File: config.mk
export PLATFORM = sky130hd
export DESIGN_NAME = rsrc_stream_reader
export DESIGN_NICKNAME = d
export VERILOG_FILES = /design/src/rtl/rsrc_pkg.sv /design/src/rtl/rsrc_rom.sv /design/src/rtl/rsrc_item_tracker.sv /design/src/rtl/rsrc_stream_reader.sv
export SDC_FILE = /design/constraint.sdc
export NUM_CORES = 1
export LEC_CHECK = 0
export CORE_ASPECT_RATIO = 2
export CORE_MARGIN = 10
export CORE_UTILIZATION = 52
export DETAILED_ROUTE_END_ITERATION = 12
export MAX_ROUTING_LAYER = met4
export PLACE_DENSITY = 0.75
export RECOVER_POWER = 25
export SYNTH_ARGS = -nofsm -noshare
export SYNTH_HDL_FRONTEND = slang
export SYNTH_SLANG_ARGS = --single-unit
File: constraint.sdc
create_clock -name clk -period 2.75 [get_ports clk]
set_clock_uncertainty 0.2 [all_clocks]
set_input_delay 0.55 -clock clk [delete_from_list [all_inputs] [get_ports clk]]
set_output_delay 0.55 -clock clk [all_outputs]
set_load 0.05 [all_outputs]
File: src/rtl/rsrc_pkg.sv
package rsrc_pkg;

  localparam int unsigned RSRC_IDX_DATA   = 32'h04;
  localparam int unsigned RSRC_IDX_STATUS = 32'h05;
  localparam logic [3:0]  RSRC_END_NAME   = 4'hF;

  typedef enum logic [2:0] {
    PS_HDR,
    PS_LEN_LO,
    PS_LEN_HI,
    PS_BODY,
    PS_DONE
  } parse_state_t;

  // Default resource table: small(1,len2), large(2,len3), small(8,len7),
  // small(7,len0), end(len1 checksum). Unlisted bytes read as zero.
  function automatic logic [7:0] rsrc_default_byte(input int unsigned i);
    case (i)
      0:  return 8'h0A;
      1:  return 8'h10;
      2:  return 8'h01;
      3:  return 8'h82;
      4:  return 8'h03;
      5:  return 8'h00;
      6:  return 8'h41;
      7:  return 8'h42;
      8:  return 8'h43;
      9:  return 8'h47;
      10: return 8'h01;
      11: return 8'h20;
      12: return 8'h02;
      13: return 8'h20;
      14: return 8'h02;
      15: return 8'h08;
      16: return 8'h08;
      17: return 8'h38;
      18: return 8'h79;
      19: return 8'h5A;
      default: return 8'h00;
    endcase
  endfunction

endpackage

File: src/rtl/rsrc_rom.sv
module rsrc_rom #(
  parameter int DEPTH = 32,
  parameter int AW    = $clog2(DEPTH)
) (
  input  logic [AW-1:0] addr,
  output logic [7:0]    q
);
  import rsrc_pkg::*;

  logic [7:0] mem [DEPTH];

  generate
    for (genvar g = 0; g < DEPTH; g++) begin : g_fill
      assign mem[g] = rsrc_default_byte(g);
    end
  endgenerate

  assign q = mem[addr];
endmodule

File: src/rtl/rsrc_item_tracker.sv
module rsrc_item_tracker (
  input  logic       clk,
  input  logic       rst,
  input  logic       wake,
  input  logic       adv,
  input  logic [7:0] byte_in,
  output logic [6:0] item_name,
  output logic       item_large,
  output logic       list_end,
  output logic       done
);
  import rsrc_pkg::*;

  parse_state_t state;
  logic [15:0]  remain;

  always_ff @(posedge clk) begin
    if (rst || wake) begin
      state      <= PS_HDR;
      remain     <= '0;
      item_name  <= '0;
      item_large <= 1'b0;
      list_end   <= 1'b0;
    end else if (adv) begin
      unique case (state)
        PS_HDR: begin
          if (byte_in[7]) begin
            item_large <= 1'b1;
            item_name  <= byte_in[6:0];
            state      <= PS_LEN_LO;
          end else begin
            item_large <= 1'b0;
            item_name  <= {3'b000, byte_in[6:3]};
            remain     <= {13'd0, byte_in[2:0]};
            if (byte_in[6:3] == RSRC_END_NAME) list_end <= 1'b1;
            if (byte_in[2:0] != 3'd0)
              state <= PS_BODY;
            else if (byte_in[6:3] == RSRC_END_NAME)
              state <= PS_DONE;
          end
        end
        PS_LEN_LO: begin
          remain <= {8'h00, byte_in};
          state  <= PS_LEN_HI;
        end
        PS_LEN_HI: begin
          remain <= {byte_in, remain[7:0]};
          state  <= ({byte_in, remain[7:0]} == 16'd0) ? PS_HDR : PS_BODY;
        end
        PS_BODY: begin
          remain <= remain - 16'd1;
          if (remain == 16'd1) state <= list_end ? PS_DONE : PS_HDR;
        end
        default: ;
      endcase
    end
  end

  assign done = (state == PS_DONE);

  // end flag only ever accompanies the small end item name
  assert_end_tag_R8: assert property (@(posedge clk) disable iff (rst)
    list_end |-> (item_name == 7'h0F && !item_large));

  // length bytes are only collected for a large item
  assert_large_len_R7: assert property (@(posedge clk) disable iff (rst)
    (state == PS_LEN_LO || state == PS_LEN_HI) |-> item_large);

  // finished state is reached only through the end item
  assert_done_end_R8: assert property (@(posedge clk) disable iff (rst)
    done |-> list_end);
endmodule

File: src/rtl/rsrc_stream_reader.sv
module rsrc_stream_reader #(
  parameter int DEPTH = 32,
  parameter int IDX_W = 8
) (
  input  logic             clk,
  input  logic             rst,
  input  logic             host_rd,
  input  logic [IDX_W-1:0] host_idx,
  input  logic             host_wake,
  output logic [7:0]       host_rdata,
  output logic             res_ready,
  output logic [6:0]       item_name,
  output logic             item_large,
  output logic             list_end
);
  import rsrc_pkg::*;

  localparam int AW = $clog2(DEPTH);
  localparam logic [AW-1:0]    LAST    = AW'(DEPTH - 1);
  localparam logic [IDX_W-1:0] IDX_DAT = IDX_W'(RSRC_IDX_DATA);
  localparam logic [IDX_W-1:0] IDX_STS = IDX_W'(RSRC_IDX_STATUS);

  logic [AW-1:0] ptr;
  logic          ready_q;
  logic          exhausted;
  logic          parse_done;
  logic          accept;
  logic [7:0]    rom_q;

  assign accept = host_rd && (host_idx == IDX_DAT) && ready_q && !host_wake;

  rsrc_rom #(.DEPTH(DEPTH), .AW(AW)) u_rom (
    .addr (ptr),
    .q    (rom_q)
  );

  rsrc_item_tracker u_trk (
    .clk        (clk),
    .rst        (rst),
    .wake       (host_wake),
    .adv        (accept),
    .byte_in    (rom_q),
    .item_name  (item_name),
    .item_large (item_large),
    .list_end   (list_end),
    .done       (parse_done)
  );

  always_ff @(posedge clk) begin
    if (rst || host_wake) begin
      ptr       <= '0;
      exhausted <= 1'b0;
    end else if (accept) begin
      if (ptr == LAST) exhausted <= 1'b1;
      else             ptr       <= ptr + 1'b1;
    end
  end

  always_ff @(posedge clk) begin
    if (rst || host_wake || accept) ready_q <= 1'b0;
    else                            ready_q <= !(parse_done || exhausted);
  end

  always_ff @(posedge clk) begin
    if (rst) begin
      host_rdata <= 8'h00;
    end else if (host_rd) begin
      if (host_idx == IDX_DAT)      host_rdata <= accept ? rom_q : 8'h00;
      else if (host_idx == IDX_STS) host_rdata <= {7'b0, ready_q};
      else                          host_rdata <= 8'h00;
    end
  end

  assign res_ready = ready_q;

  // ready drops right after an accepted data read
  assert_ready_gap_R3: assert property (@(posedge clk) disable iff (rst)
    accept |=> !res_ready);

  // pointer steps by one per accepted read
  assert_advance_R1: assert property (@(posedge clk) disable iff (rst)
    (accept && ptr != LAST) |=> ptr == $past(ptr) + 1'b1);

  // without an accepted read or wake the pointer holds
  assert_hold_R4: assert property (@(posedge clk) disable iff (rst)
    (!accept && !host_wake) |=> $stable(ptr));

  // wake rewinds and drops ready for a cycle
  assert_wake_rewind_R5: assert property (@(posedge clk) disable iff (rst)
    host_wake |=> (ptr == '0 && !res_ready && !list_end));

  // status read reports the ready flag of the read cycle
  assert_status_R2: assert property (@(posedge clk) disable iff (rst)
    (host_rd && host_idx == IDX_STS) |=> host_rdata == {7'b0, $past(res_ready)});

  // a finished list never shows ready
  assert_done_quiet_R8: assert property (@(posedge clk) disable iff (rst)
    (parse_done || exhausted) |-> !res_ready);
endmodule

==> results.cfg, run 1 <==
[outcome]
status = completed

[global_route]
grt_overflow_total = 0
first_global_vias = 2576
grt_first_pass_wirelength_mm = 12.1
antenna_found_initial = 0
grtUsageTotal = 0.179
grt_max_degree = 18

[floorplanning]
die_height_um = 119
die_x_um = 69.4
io_pins = 30
fp-row-count = 35
core_mm2 = 0.00469
initial_core_util = 0.541
die_area_mm2 = 0.00824

[synth]
synth_cells = 329
syn_nets = 352
ys_seq_area_frac = 0.339
synthArstFlopShare = 0
synth_edf_count = 0
synth_seq_cells = 43
syn_area_per_cell_um2 = 7.71
syn_area_mm2 = 0.00254
ys_types = 56
yosys_warnings = 0
ys.flop_type = dfxtp_1

[timing]
fmax_mhz = 387
rsz0062_at_grt = no
relSlewSlack = 0.599
setup_viol = 0
post-route-period-util = 0.940
period_minus_slack_ns = 2.58
hold_violations = 0
drv_slew = 0
worstMarginPinSlew_ns = 0.601

[detailed_routing]
finalWirelength_mm = 7.25
routedWlPerCell_um = 16.7
dr.pass1.iters = 4
drt-initial-drc-count = 209
drc_errors = 0
avgViaCountPerCell = 5.94
ant_nets = 0
vias = 2580

[final_layout]
antenna_cells = 0
nNetsFinal = 401
final_cells = 434
syn_to_final_growth_pct = 25.2
layout-drive-gt1-share = 0.137

[clock_network]
clock_latency_ns = 0.30
root_buffer = clkbuf_8
cts-htree-levels = 2
post_cts_buffers = 0
cts_tree = built
cts_made_buffers = 5
ctsResizeCount = 0
cts.sink_count = 43
cts.path.max_buffers = 2
path_clk_slew_ns = 0.09
ctsHoldBuffers = 0

[worst_setup_path]
cp.required_ns = 2.79
crit_arrival_ns = 2.63
criticalPathCategory = in2reg
cp_max_fo = 5
cp-start-kind = input pin
endpoint_kind = register
cp_cell_sequence = clkdlybuf4s50_1, or4b_1, or3_1, nor2_1, buf_4, a22oi_1, a21oi_1
slowest_stage = or4b_1
critical_path.max_stage_delay_ns = 0.62

[pwr]
p_int_uw = 940
total_power_uw = 1190
vdd_drop_max_mv = 0.413
leakagePower_uw = 0.00120
p_comb_frac = 0.039
swShare = 0.210
clock_power_share = 0.438
p_per_area_mw_per_mm2 = 375
seq_power_share = 0.523
p_switching_uw = 250

[job]
max-cap-violations = 0

[place]
port_buffers = 29
placed_cells = 426
gp_congestion = 0.960
hpwl_mm = 5.73

[worst_hold_path]
hp-class = reg2reg
==> kinds of logic (layout without fill, tap and decap cells) <==
| logic type | Yosys count | count (layout) | share of synthesized area |
|---|---|---|---|
| buffers and inverters | 30 | 80 | 0.0459 |
| flip-flops | 43 | 43 | 0.339 |
| multiplexers | 2 | 2 | 0.00839 |
| adder cells (fa/ha/maj) | 11 | 11 | 0.0543 |
| XOR/XNOR | 8 | 8 | 0.0276 |
| AO/OA/AOI/OAI | 91 | 91 | 0.233 |
| AND/OR/NAND/NOR | 144 | 144 | 0.292 |
==> layout by cell type, fill, tap and decap left out, types with 2 or more instances in the layout <==
cell type,count
a21o_1,2
dfxtp_1,43
xor2_1,6
and2_1,3
nor2b_1,6
a32oi_1,2
a22o_1,2
o22ai_1,4
dlygate4sd3_1,14
ha_1,11
a21oi_1,27
or3_1,2
or2_2,2
a21boi_0,2
or4_1,4
nand2_1,24
xnor2_1,2
a211oi_1,7
nor2_1,52
and3_1,2
o31ai_1,2
inv_1,12
clkdlybuf4s50_1,15
buf_4,30
o2111ai_1,2
a31oi_1,4
nand4_1,2
nor4_1,4
nand2b_1,4
nor3_1,13
or3b_2,3
o21ai_0,15
clkbuf_8,6
nand3_1,10
a22oi_1,10
nor4b_1,3
nor3b_1,3
==> critical path: cells and delay by family <==
family	cells	cell delay [ns]
AOI/OAI and AO/OA	2	0.25
and+or+nand+nor	3	1.28
buffers and inverters	2	0.55
==> synth_stat cells (7+ instances only) <==
master	number	area, um^2
dfxtp_1	43	861
nand3_1	10	50.1
nor3_1	13	65.1
a211oi_1	7	52.6
nand2_1	24	90.1
o21ai_0	15	75.1
nor2_1	52	195
ha_1	11	138
a22oi_1	10	75.1
a21oi_1	27	135
inv_1	12	45.0
clkbuf_1	15	56.3
==> routing by layer <==
| layer | up-vias | routed length, um | global-route usage |
|---|---|---|---|
| met4 | 0 | 197 | 0.0823 |
| met2 | 70 | 4190 | 0.347 |
| li1 | 1283 | - | - |
| met3 | 17 | 246 | 0.0226 |
| met1 | 1210 | 2620 | 0.163 |
| met5 | - | 0 | - |
==> flip-flops by register name, indices dropped and copies added, names as in the netlist <==
| name | cells |
|---|---|
| u_trk.item_large | 1 |
| u_trk.state | 3 |
| u_trk.list_end | 1 |
| res_ready | 1 |
| u_trk.item_name | 7 |
| u_trk.remain | 16 |
| exhausted | 1 |
| ptr | 5 |
| host_rdata | 8 |
==> layout make-up <==
cell class / instances / area [um^2]
clock buffer: 6 / 82.6
inverter: 12 / 45.0
sequential: 43 / 861
timing repair buffer: 60 / 523
fill: 418 / 1510
multi-input combinational: 256 / 1560
tap: 55 / 68.8
clock inverter: 2 / 35.0
==> final timing paths <==
| check | from | to | slack (ns) | cells past startpoint |
|---|---|---|---|---|
| worst max register to register | ptr[0] | u_trk.remain[12] | 0.33 | 8 |
| worst max-delay path | host_idx[1] | u_trk.remain[11] | 0.17 | 7 |
| worst min register to register | exhausted | res_ready | 0.25 | 1 |
| worst min-delay path | exhausted | res_ready | 0.25 | 1 |
==> power by group through the flow <==
| stage | combinational (uW) | sequential, uW | clock, uW |
|---|---|---|---|
| 2_1_floorplan | 15.4 | 641 | 0 |
| 3_3_place_gp | 45.9 | 638 | 0 |
| 3_5_place_dp | 46.2 | 638 | 0 |
| 4_1_cts | 46.3 | 623 | 527 |
| 5_1_grt | 49.7 | 623 | 550 |
| 6_report | 45.8 | 623 | 521 |
==> metrics by stage <==
| step | worst slack (ns) | setup TNS [ns] | utilization | hold WS (ns) | area (um^2) |
|---|---|---|---|---|---|
| detailed placement | -0.121 | -2.03 | 0.652 | 0.239 | 3060 |
| CTS | 0.182 | 0 | 0.677 | 0.244 | 3170 |
| global route | 0.0420 | 0 | 0.677 | 0.257 | 3170 |
| global placement | -0.0860 | -1.28 | 0.652 | 0.223 | 3060 |
| finish | 0.165 | 0 | 0.677 | 0.249 | 3170 |
| floorplan | 0.230 | 0 | - | 0.207 | 2540 |
No activity file was read; power rests on OpenSTA's default activity.
==> run 2, diff against run 1 <==
MAX_ROUTING_LAYER = default   (was met4)
==> run 2 against run 1 <==
Maximum frequency fell by 0.45%. Cell count fell by 0.46%. Worst setup slack got worse by 0.012 ns. Sequential power barely moved. Clock-buffer cell count rose by 1. First-iteration DRC count down 0.96%. Via count up 2.1%. Sequential cell count is the same. Cell area decreased by 0.67%. Sequential share of layout area rose by 0.26 points. Largest power group unchanged. Highest routed layer unchanged.
==> results.cfg, run 2 (synthesis results as in run 1) <==
[detailed_routing]
ant_nets = 0
drc_errors = 0
finalWirelength_mm = 7.53
vias = 2633
routedWlPerCell_um = 17.4
dr.pass1.iters = 4
avgViaCountPerCell = 6.09
drt-initial-drc-count = 207

[place]
port_buffers = 29
hpwl_mm = 5.80
dpl_worst_slack_ns = -0.152
gp_congestion = 0.913

[final_layout]
syn_to_final_growth_pct = 24.3
top_register = u_trk.remain
multiInputGateArea_mm2 = 0.00156
reg_top3 = u_trk.remain: 16 flops, host_rdata: 8 flops, u_trk.item_name: 7 flops
nNetsFinal = 399
final_util = 0.673
register_area_um2 = 863
layout-drive-gt1-share = 0.141
largest_reg_flops = 16
fillers = 412
final_common_cell = nor2_1
antenna_cells = 0
mostFrequentLayoutCells = nor2_1 (52), dfxtp_1 (41), clkdlybuf4s50_1 (29), buf_4 (29), a21oi_1 (27)

[clock_network]
cts_tree = built
ctsHoldBuffers = 0
cts-htree-levels = 2
root_buffer = clkbuf_8
post_cts_buffers = 0
cts.sink_count = 43
path_clk_slew_ns = 0.09
clock_latency_ns = 0.30
cts.path.max_buffers = 2
cts_made_buffers = 5

[worst_setup_path]
criticalPathCategory = in2reg
reg2reg_depth = 9
cp_max_fo = 8
cp-start-kind = input pin
cp.required_ns = 2.79
endpoint_kind = register
crit_arrival_ns = 2.63

[pwr]
p_switching_uw = 257
leakagePower_uw = 0.00114
p_comb_frac = 0.042
seq_power_share = 0.550
swShare = 0.227
p_per_area_mw_per_mm2 = 359
p_int_uw = 876
clock_power_share = 0.408
vdd_drop_max_mv = 0.314

[timing]
worstMarginPinSlew_ns = 0.655
period_minus_slack_ns = 2.60
setup_viol = 0
post-route-period-util = 0.944
finalWorstSetupSlack_ns = 0.153
hold_violations = 0
drv_slew = 0
fmax_mhz = 385
relSlewSlack = 0.563

[global_route]
antenna_found_initial = 0
grtUsageTotal = 0.177
grt_first_pass_wirelength_mm = 12.4
grt_max_degree = 17
first_global_vias = 2636
grt_overflow_total = 0

[floorplanning]
die_area_mm2 = 0.00824
die_x_um = 69.4
initial_core_util = 0.541
fp-row-count = 35
io_pins = 30
die_height_um = 119
core_mm2 = 0.00469

[worst_hold_path]
hold_path_depth = 1
hp-class = reg2reg

[outcome]
status = completed

[job]
max-cap-violations = 0
==> run 2: cell count changes in the layout (fill, tap and decap cells not counted), sizes merged <==
cell	before	now
bufinv	1	0
clkdlybuf4s50	15	29
buf	30	29
clkinvlp	0	1
dlygate4sd3	14	0
clkinv	1	0
==> run 2: metrics by stage <==
step / power, uW / TNS [ns] / std cells / hold slack, ns / area (um^2)
after floorplan: 656 / 0 / 329 / 0.207 / 2540
after global placement: 685 / -1.71 / 424 / 0.221 / 3040
after detailed placement: 686 / -2.39 / 424 / 0.235 / 3040
after CTS: 1140 / 0 / 432 / 0.246 / 3150
after global routing: 1160 / -0.000297 / 432 / 0.268 / 3150
final: 1130 / 0 / 432 / 0.234 / 3150
==> run 2: cell type report <==
type,instances,share of cell area
Clock inverter,1,0.00238
Multi-Input combinational cell,256,0.496
Timing Repair Buffer,58,0.161
Clock buffer,7,0.0306
Tap cell,55,0.0218
Sequential cell,43,0.274
Inverter,12,0.0143
==> run 2: path summary, 6_finish.rpt <==
kind                             startpoint                  to  slack (ns)
worst max-delay path            host_idx[1]  u_trk.item_name[0]        0.15
worst min-delay path              exhausted           res_ready        0.23
worst max register to register       ptr[1]     u_trk.remain[7]        0.27
worst min register to register    exhausted           res_ready        0.23
==> run 2: power by group through the flow <==
stage	combinational (uW)	clock [uW]	sequential [uW]
after floorplan	15.4	0	641
after global placement	47.1	0	638
after detailed placement	47.9	0	638
after CTS	47.9	465	623
after global routing	51.3	489	623
final	48.0	462	623
==> run 2: what timing repair did <==
action | CTS | global route
endpoints found under the hold margin | 0 | 0
resized for setup | 0 | 3
endpoints found under the setup margin | 0 | 3
==> run 2: layer usage <==
| layer | global-route usage | vias to the layer above | wire (um) | share of wire |
|---|---|---|---|---|
| li1 | - | 1280 | - | - |
| met1 | 0.152 | 1245 | 2650 | 0.35 |
| met2 | 0.351 | 79 | 4230 | 0.56 |
| met3 | 0.0302 | 29 | 288 | 0.038 |
| met4 | 0.116 | 0 | 357 | 0.047 |
| met5 | 0 | - | 0 | 0 |
==> run 2: worst max-delay path, stage by stage <==
cell	delay, ns
clkdlybuf4s50_1	0.39
or4b_1	0.61
nor4_4	0.23
buf_4	0.19
nand2_1	0.17
a211oi_1	0.32
a21oi_1	0.07
nor2_1	0.10
==> run 3, diff against run 2 <==
CORE_MARGIN = default   (was 10)
==> run 3 against run 2 <==
Wire length is 2.1% lower. Combinational power decreased by 2%. Global-route usage up 13 points.
==> results.cfg, run 3 (synthesis results as in run 1) <==
[timing]
rsz0062_at_grt = no
post-route-period-util = 0.931
relSlewSlack = 0.652
timing.setup.tns_ns = 0
setup_viol = 0
period_minus_slack_ns = 2.56
drv_slew = 0
fmax_mhz = 391
worstMarginPinSlew_ns = 0.520
hold_violations = 0

[job]
max-cap-violations = 0

[pwr]
p_int_uw = 875
seq_power_share = 0.552
total_power_uw = 1130
vdd_drop_max_mv = 0.332
swShare = 0.224
leakagePower_uw = 0.00121
p_comb_frac = 0.042
p_per_area_mw_per_mm2 = 353
p_switching_uw = 253
clock_power_share = 0.406

[floorplanning]
io_pins = 30
core_mm2 = 0.00464
die_x_um = 51.4
fp-row-count = 35
die_area_mm2 = 0.00518
die_height_um = 101
initial_core_util = 0.546

[global_route]
first_global_vias = 2596
grt_overflow_total = 0
grt_max_degree = 18
grtUsageTotal = 0.311
antenna_found_initial = 0
grt_first_pass_wirelength_mm = 12.0

[worst_setup_path]
cp-start-kind = input pin
cp_max_fo = 16
r2r-start = ptr[2]
critical_path.max_stage_delay_ns = 0.61
slowest_stage = or4b_1
crit_start = host_idx[1]
critical_path.top_delay_family = simple AND/OR/NAND/NOR gates
criticalPathCategory = in2reg
endpoint_kind = register
cp_cell_sequence = clkdlybuf4s50_1, or4b_1, nor4_4, buf_4, nand2_1, buf_12, a211oi_1, a21oi_1, nor2_1
cp.required_ns = 2.79
endpoint = u_trk.item_name[0]
path_depth = 9
r2r_setup_slack_ns = 0.29
cp_num_buf_inv = 3
timing.rr.end = u_trk.state[0]
reg2reg_depth = 8
crit_arrival_ns = 2.59

[clock_network]
root_buffer = clkbuf_8
path_clk_slew_ns = 0.08
cts.sink_count = 43
cts_made_buffers = 5
ctsHoldBuffers = 0
cts-htree-levels = 2
cts.path.max_buffers = 2
clock_latency_ns = 0.31
cts_tree = built

[place]
hpwl_mm = 5.60
gp_congestion = 0.927
port_buffers = 29

[detailed_routing]
vias = 2650
ant_nets = 0
drc_errors = 0
routedWlPerCell_um = 16.9
drt-initial-drc-count = 112
dr.pass1.iters = 4
finalWirelength_mm = 7.37
avgViaCountPerCell = 6.08

[worst_hold_path]
hp-class = reg2reg

[final_layout]
syn_to_final_growth_pct = 25.9
reg_top3 = u_trk.remain: 16 flops, host_rdata: 8 flops, u_trk.item_name: 7 flops
largest_reg_flops = 16
top_register = u_trk.remain
mostFrequentLayoutCells = nor2_1 (52), dfxtp_1 (43), buf_4 (31), a21oi_1 (27), nand2_1 (24)
nNetsFinal = 403
final_common_cell = nor2_1
antenna_cells = 0
layout-drive-gt1-share = 0.144

[outcome]
status = completed
run 3: cell count changes in the layout (fill, tap and decap cells not counted), sizes merged:
cell / previous run / this run
buf: 29 / 32
clkbuf: 7 / 8
clkdlybuf4s50: 29 / 15
dlygate4sd3: 0 / 14
run 3: cell type report:
type,count,area [um^2]
Timing Repair Buffer,62,551
Fill cell,384,1450
Sequential cell,43,861
Multi-Input combinational cell,256,1560
Clock inverter,1,7.51
Clock buffer,7,96.3
Tap cell,55,68.8
Inverter,12,45.0
run 3: worst reg2reg max path: stages, from the launching register on:
cell      delay, ns
dfxtp_1        0.59
inv_1          0.15
nor4_1         0.33
a221oi_1       0.10
buf_4          0.17
o311ai_0       0.30
buf_4          0.18
nand3_1        0.12
o31ai_1        0.24
run 3: worst min path at each step:
| stage | start | to | slack (ns) | depth (start not counted) |
|---|---|---|---|---|
| 6_report | exhausted | res_ready | 0.24 | 1 |
| 3_5_place_dp | exhausted | res_ready | 0.23 | 1 |
| 2_1_floorplan | exhausted | res_ready | 0.21 | 1 |
| 3_3_place_gp | exhausted | res_ready | 0.22 | 1 |
| 5_1_grt | exhausted | res_ready | 0.27 | 1 |
| 4_1_cts | exhausted | res_ready | 0.24 | 1 |
run 3: what timing repair did:
| action | in CTS | in global routing |
|---|---|---|
| hold endpoints to repair | 0 | 0 |
| gates resized for setup | 0 | 1 |
| buffers inserted | 0 | 0 |
| endpoints found under the setup margin | 0 | 1 |
run 3: power groups by stage:
stage                     Sequential, uW  Clock, uW  Combinational (uW)
after floorplan                      641          0                15.4
after global placement               638          0                46.0
after detailed placement             638          0                46.7
after CTS                            623        462                46.6
after global routing                 623        488                49.7
final                                623        458                46.9
run 3: stage by stage:
stage	hold slack (ns)	utilization	instances	setup WS (ns)	area [um^2]
6_report	0.243	0.688	436	0.191	3190
5_1_grt	0.267	0.688	436	0.0358	3190
4_1_cts	0.244	0.687	436	0.135	3190
3_5_place_dp	0.232	0.664	428	-0.183	3080
3_3_place_gp	0.223	0.664	428	-0.118	3080
2_1_floorplan	0.207	-	329	0.230	2540
run 3: layer usage:
layer | track usage | vias up | part of all wire | routed length (um)
li1 | - | 1287 | - | -
met1 | 0.312 | 1261 | 0.37 | 2750
met2 | 0.559 | 70 | 0.53 | 3910
met3 | 0.0437 | 32 | 0.036 | 268
met4 | 0.216 | 0 | 0.061 | 448
met5 | 0 | - | 0 | 0
